## src/rtl/olp_seq.sv

```systemverilog
module olp_seq #(
  parameter int OFF_MS = 900,
  parameter int ON_MS  = 20
) (
  input  logic clk,
  input  logic rst_n,
  input  logic ms_tick,
  input  logic ovl_det,
  input  logic dcl_mode,
  input  logic chan_en,
  input  logic ss_done,
  output logic out_en,
  output logic olf
);
  localparam int MAXW = (OFF_MS > ON_MS) ? OFF_MS : ON_MS;
  localparam int CW   = $clog2(MAXW + 1);
  localparam logic [CW-1:0] OFF_LAST = CW'(OFF_MS - 1);
  localparam logic [CW-1:0] ON_LAST  = CW'(ON_MS - 1);

  typedef enum logic [1:0] {S_IDLE, S_RUN, S_REST, S_TRY} st_t;

  st_t           st;
  logic [CW-1:0] cnt;
  logic          seen;
  logic          seen_nx;

  assign seen_nx = seen | ovl_det;
  assign out_en  = (st == S_RUN) || (st == S_TRY);

  always_ff @(posedge clk or negedge rst_n) begin
    if (!rst_n) begin
      st <= S_IDLE; cnt <= '0; seen <= 1'b0; olf <= 1'b0;
    end else if (!chan_en) begin
      st <= S_IDLE; cnt <= '0; seen <= 1'b0; olf <= 1'b0;
    end else if (!ss_done) begin
      st <= S_RUN; cnt <= '0; seen <= 1'b0; olf <= 1'b0;
    end else if (dcl_mode) begin
      st <= S_RUN; cnt <= '0; seen <= 1'b0; olf <= ovl_det;
    end else begin
      case (st)
        S_IDLE: begin
          st <= S_RUN; olf <= 1'b0;
        end
        S_RUN: begin
          cnt <= '0;
          if (ovl_det) begin
            st <= S_REST; olf <= 1'b1;
          end else begin
            olf <= 1'b0;
          end
        end
        S_REST: begin
          if (ms_tick) begin
            if (cnt == OFF_LAST) begin
              st <= S_TRY; cnt <= '0; seen <= 1'b0;
            end else begin
              cnt <= cnt + 1'b1;
            end
          end
        end
        default: begin
          if (ms_tick && cnt == ON_LAST) begin
            cnt  <= '0;
            seen <= 1'b0;
            if (seen_nx) begin
              st <= S_REST;
            end else begin
              st <= S_RUN; olf <= 1'b0;
            end
          end else begin
            seen <= seen_nx;
            if (ms_tick) cnt <= cnt + 1'b1;
          end
        end
      endcase
    end
  end
endmodule


```

## config.mk

```make
export PLATFORM = sky130hd
export DESIGN_NAME = olp_seq
export DESIGN_NICKNAME = d
export VERILOG_FILES = /design/src/rtl/olp_seq.sv
export SDC_FILE = /design/constraint.sdc
export NUM_CORES = 1
export LEC_CHECK = 0
export BUFFER_PORTS_ARGS = -buffer_cell sky130_fd_sc_hd__clkbuf_2
export CELL_PAD_IN_SITES_DETAIL_PLACEMENT = 1
export CELL_PAD_IN_SITES_GLOBAL_PLACEMENT = 2
export CORE_ASPECT_RATIO = 0.8
export CORE_UTILIZATION = 39
export CTS_BUF_LIST = sky130_fd_sc_hd__clkbuf_16
export CTS_CLUSTER_SIZE = 24
export DETAILED_ROUTE_END_ITERATION = 12
export PLACE_DENSITY = 0.89
export SYNTH_ARGS = -nofsm -noshare
export SYNTH_HDL_FRONTEND = slang
export SYNTH_SLANG_ARGS = --single-unit
```

## constraint.sdc

```tcl
create_clock -name clk -period 6.59 [get_ports clk]
set_input_delay 0.659 -clock clk [delete_from_list [all_inputs] [get_ports clk]]
set_output_delay 0.659 -clock clk [all_outputs]
set_load 0.05 [all_outputs]
```

==> summary.md <==
| Metric | Value |
|---|---|
| Status | `completed` |
| Top cell type's share of synthesized area | `a little over a third` |
| Die Height | `between 40 and 50 µm` |
| Synthesized area | `0.00101 mm²` |
| Final setup vio count | `0` |
| Core area | `0.00244 mm²` |
| Unrepaired setup endpoints after global routing | `no` |
| Syn nets | `122` |
| Wire length of the first global-routing pass | `4050 µm` |
| Worst Path Max Fanout | `10` |
| Post-DP HPWL | `1870 µm` |
| Worst-margin pin slew | `0.839 ns` |
| Slowest cell on the critical path | `a311oi_4` |
| Synth unique cells | `39` |
| Max Transition Viols Final | `0` |
| Synthesized instance count | `110` |
| Register area | `about 350 µm²` |
| Die X | `58.8 µm` |
| H-tree level count | `1` |
| Vias per inst | `~5.7` |
| Worst-path cell chain | `ha_1 -> or4b_4 -> o41ai_2 -> a311oi_4 -> nand2_2 -> o311ai_0` |
| Hold Crit Class | `in2async` |
| Row Count | `16` |
| Simple-gate area share of the yosys netlist | `between 20 and 30%` |
| CP arrival | `2.51 ns` |
| Worst Skew | `0.00188 ns` |
| Initial antenna violation count | `0` |
| Largest family of logic cells by synthesized area | `simple AND/OR/NAND/NOR gates` |
| Post-synthesis compound-gate area fraction | `25.0%` |
| # IOs | `9` |
| Seq/Total Area, Yosys | `34.8%` |
| Post-Synth Adder-Cell Area | `under 10%` |
| Initial DRC count | `33` |
| Final worst path period need | `about 2.4 ns` |
| Post-Route Utilization | `47.4%` |
| First-pass DRT Iterations | `4` |
| Cts bufs inserted | `3` |
| Synth warnings | `0` |
| # DRC | `0` |
| FFs w/ async S/R, synth | `100%` |
| Largest net degree at the start of global routing | `15` |
| Slew HR | `43.9%` |
| LEAKAGE | `0.469 nW` |
| Xor-xnor portion of the synthesized cell area | `0%` |
| Max Freq | `0.415 GHz` |
| Layout area overhead | `15.0%` |
| Main synth FF type | `dfrtp_1` |
| Port bufs | `8` |
| Setup CP Type | `reg2reg` |
| Area leader, netlist | `dfrtp_1` |
| Number of hold buffers added after CTS | `0` |
| GRT Util Overall | `20.4%` |
| Final hold violation count | `0` |
| Full die area | `0.00279 mm²` |
| Routed Antenna Nets | `0` |
| Vias in the first global route | `852` |
| Post-CTS sizing | `0` |
| Yosys reg bits | `14` |
| Routed wire length | `about 2600 µm` |
| Crit share post-route | `between 30% and 40%` |
| Share of layout cells above drive strength 1 | `a little over a fifth` |
| Initial Util | `41.2%` |
| Setup TNS Final | `0 ns` |
| Worst-Skew Late Latency | `0.24 ns` |
| Top cells by area, synth | `dfrtp_1, ha_1, nand2_1, inv_1, nand2b_1` |
| CTS sink cnt | `14` |
| Number of max-cap violations | `0` |
| Final-layout fill cell count | `just under 300` |
| Multi-input gate area | `609 µm²` |
| Number of flops mapped to enable cells by yosys | `0` |
| Power Dens Cells | `200 mW/mm²` |
| Worst setup SP type | `register` |
| Root buf cell | `clkbuf_16` |
| Buf/Inv on CP | `0` |
| Required time of the worst setup path | `6.69 ns` |
| CTS max path bufs | `2` |
| Ant diodes | `0` |
| Clk slew on worst S/H paths | `about 0.05 ns` |
| GP Congestion | `0.754` |
| Drt wl/cell | `16.6 µm` |
| Post-synthesis mux area share | `2.49%` |
| Post-CTS Setup Inserts | `0` |
| CTS tree | `built` |
| Crit path largest cell delay | `0.57 ns` |
| Mapped Avg Cell Area | `between 9 and 10 µm²` |
| Vias | `between 800 and 900` |
| GR Overflow Total | `0` |
| Reg2Reg Setup Slack | `4.18 ns` |
| Final net count | `133` |
| Max VDD drop | `0.000148 V` |
| Crit. End Element | `register` |
| Top delay family on crit path | `compound AO/OA/AOI/OAI gates` |
==> Yosys cell counts, types with 2 or more instances <==
cell type / number
o22ai_1: 2
nand4_1: 2
nand3_1: 6
o31ai_1: 2
nor2_1: 5
a22o_1: 2
inv_1: 10
nor3b_1: 2
nand2_1: 13
dfrtp_1: 14
a21oi_1: 5
ha_1: 5
nand2b_1: 5
o21ai_0: 6
o311ai_1: 2
o311ai_0: 2
or2_2: 5
==> power breakdown <==
group | leakage (nW) | internal [mW] | switching, mW
combinational | 0.239 | 0.0107 | 0.0199
sequential | 0.193 | 0.0875 | 0.00133
clock | 0.0370 | 0.0792 | 0.0329
total | 0.469 | 0.177 | 0.0541
==> cell usage in the layout, fill, tap and decap left out, types with 2 or more instances in the layout <==
master     count
a21oi_1        5
o21ai_0        6
clkbuf_16      3
o31ai_1        2
or2_2          5
o311ai_1       2
nor2_1         5
ha_1           5
nand2b_1       5
nor3b_1        2
nand2_1       13
o311ai_0       2
nand4_1        2
o22ai_1        2
dfrtp_1       14
inv_1         10
a22o_1         2
nand3_1        6
clkbuf_2       8
==> worst paths after layout <==
path | to | from | cells after the start
setup / recovery | cnt[5] | cnt[0] | 6
hold / removal | cnt[1] | rst_n | 1
setup reg to reg | cnt[5] | cnt[0] | 6
hold reg to reg | olf | olf | 2
max in group asynchronous | olf | rst_n | 1
min in group clk | olf | olf | 2
==> metal layers <==
layer	track usage, %	vias to the layer above	routed length (µm)
met2	33.2	9	1160
met5	0	-	0
li1	-	428	-
met1	27.5	442	1340
met3	5.68	2	65
met4	4.29	0	11
==> area by class of cell <==
| type | instances | share of cell area, % |
|---|---|---|
| inverter | 10 | 3.24 |
| clock buffer | 3 | 6.49 |
| sequential | 14 | 30.3 |
| timing repair buffer | 8 | 3.46 |
| multi-input combinational | 84 | 52.6 |
| tap | 36 | 3.89 |
==> metrics by stage <==
stage	hold slack [ns]	instances	power [mW]	cell area, µm²	setup slack (ns)
floorplan	0.363	110	0.111	1010	4.52
global placement	0.509	152	0.119	1080	4.26
detailed placement	0.519	152	0.121	1080	4.18
CTS	0.338	155	0.234	1160	4.18
global route	0.342	155	0.243	1160	4.05
finish	0.328	155	0.231	1160	4.18
==> kinds of logic after synthesis <==
family,after synthesis
multiplexers,2
AND/OR/NAND/NOR,46
buffers and inverters,12
AO/OA/AOI/OAI,31
adder cells (fa/ha/maj),5
flip-flops,14
==> registers in the layout (all words and copies together), names as in the netlist <==
name  cells
cnt      10
seen      1
st        2
olf       1
(Power assumes the default switching activity.)
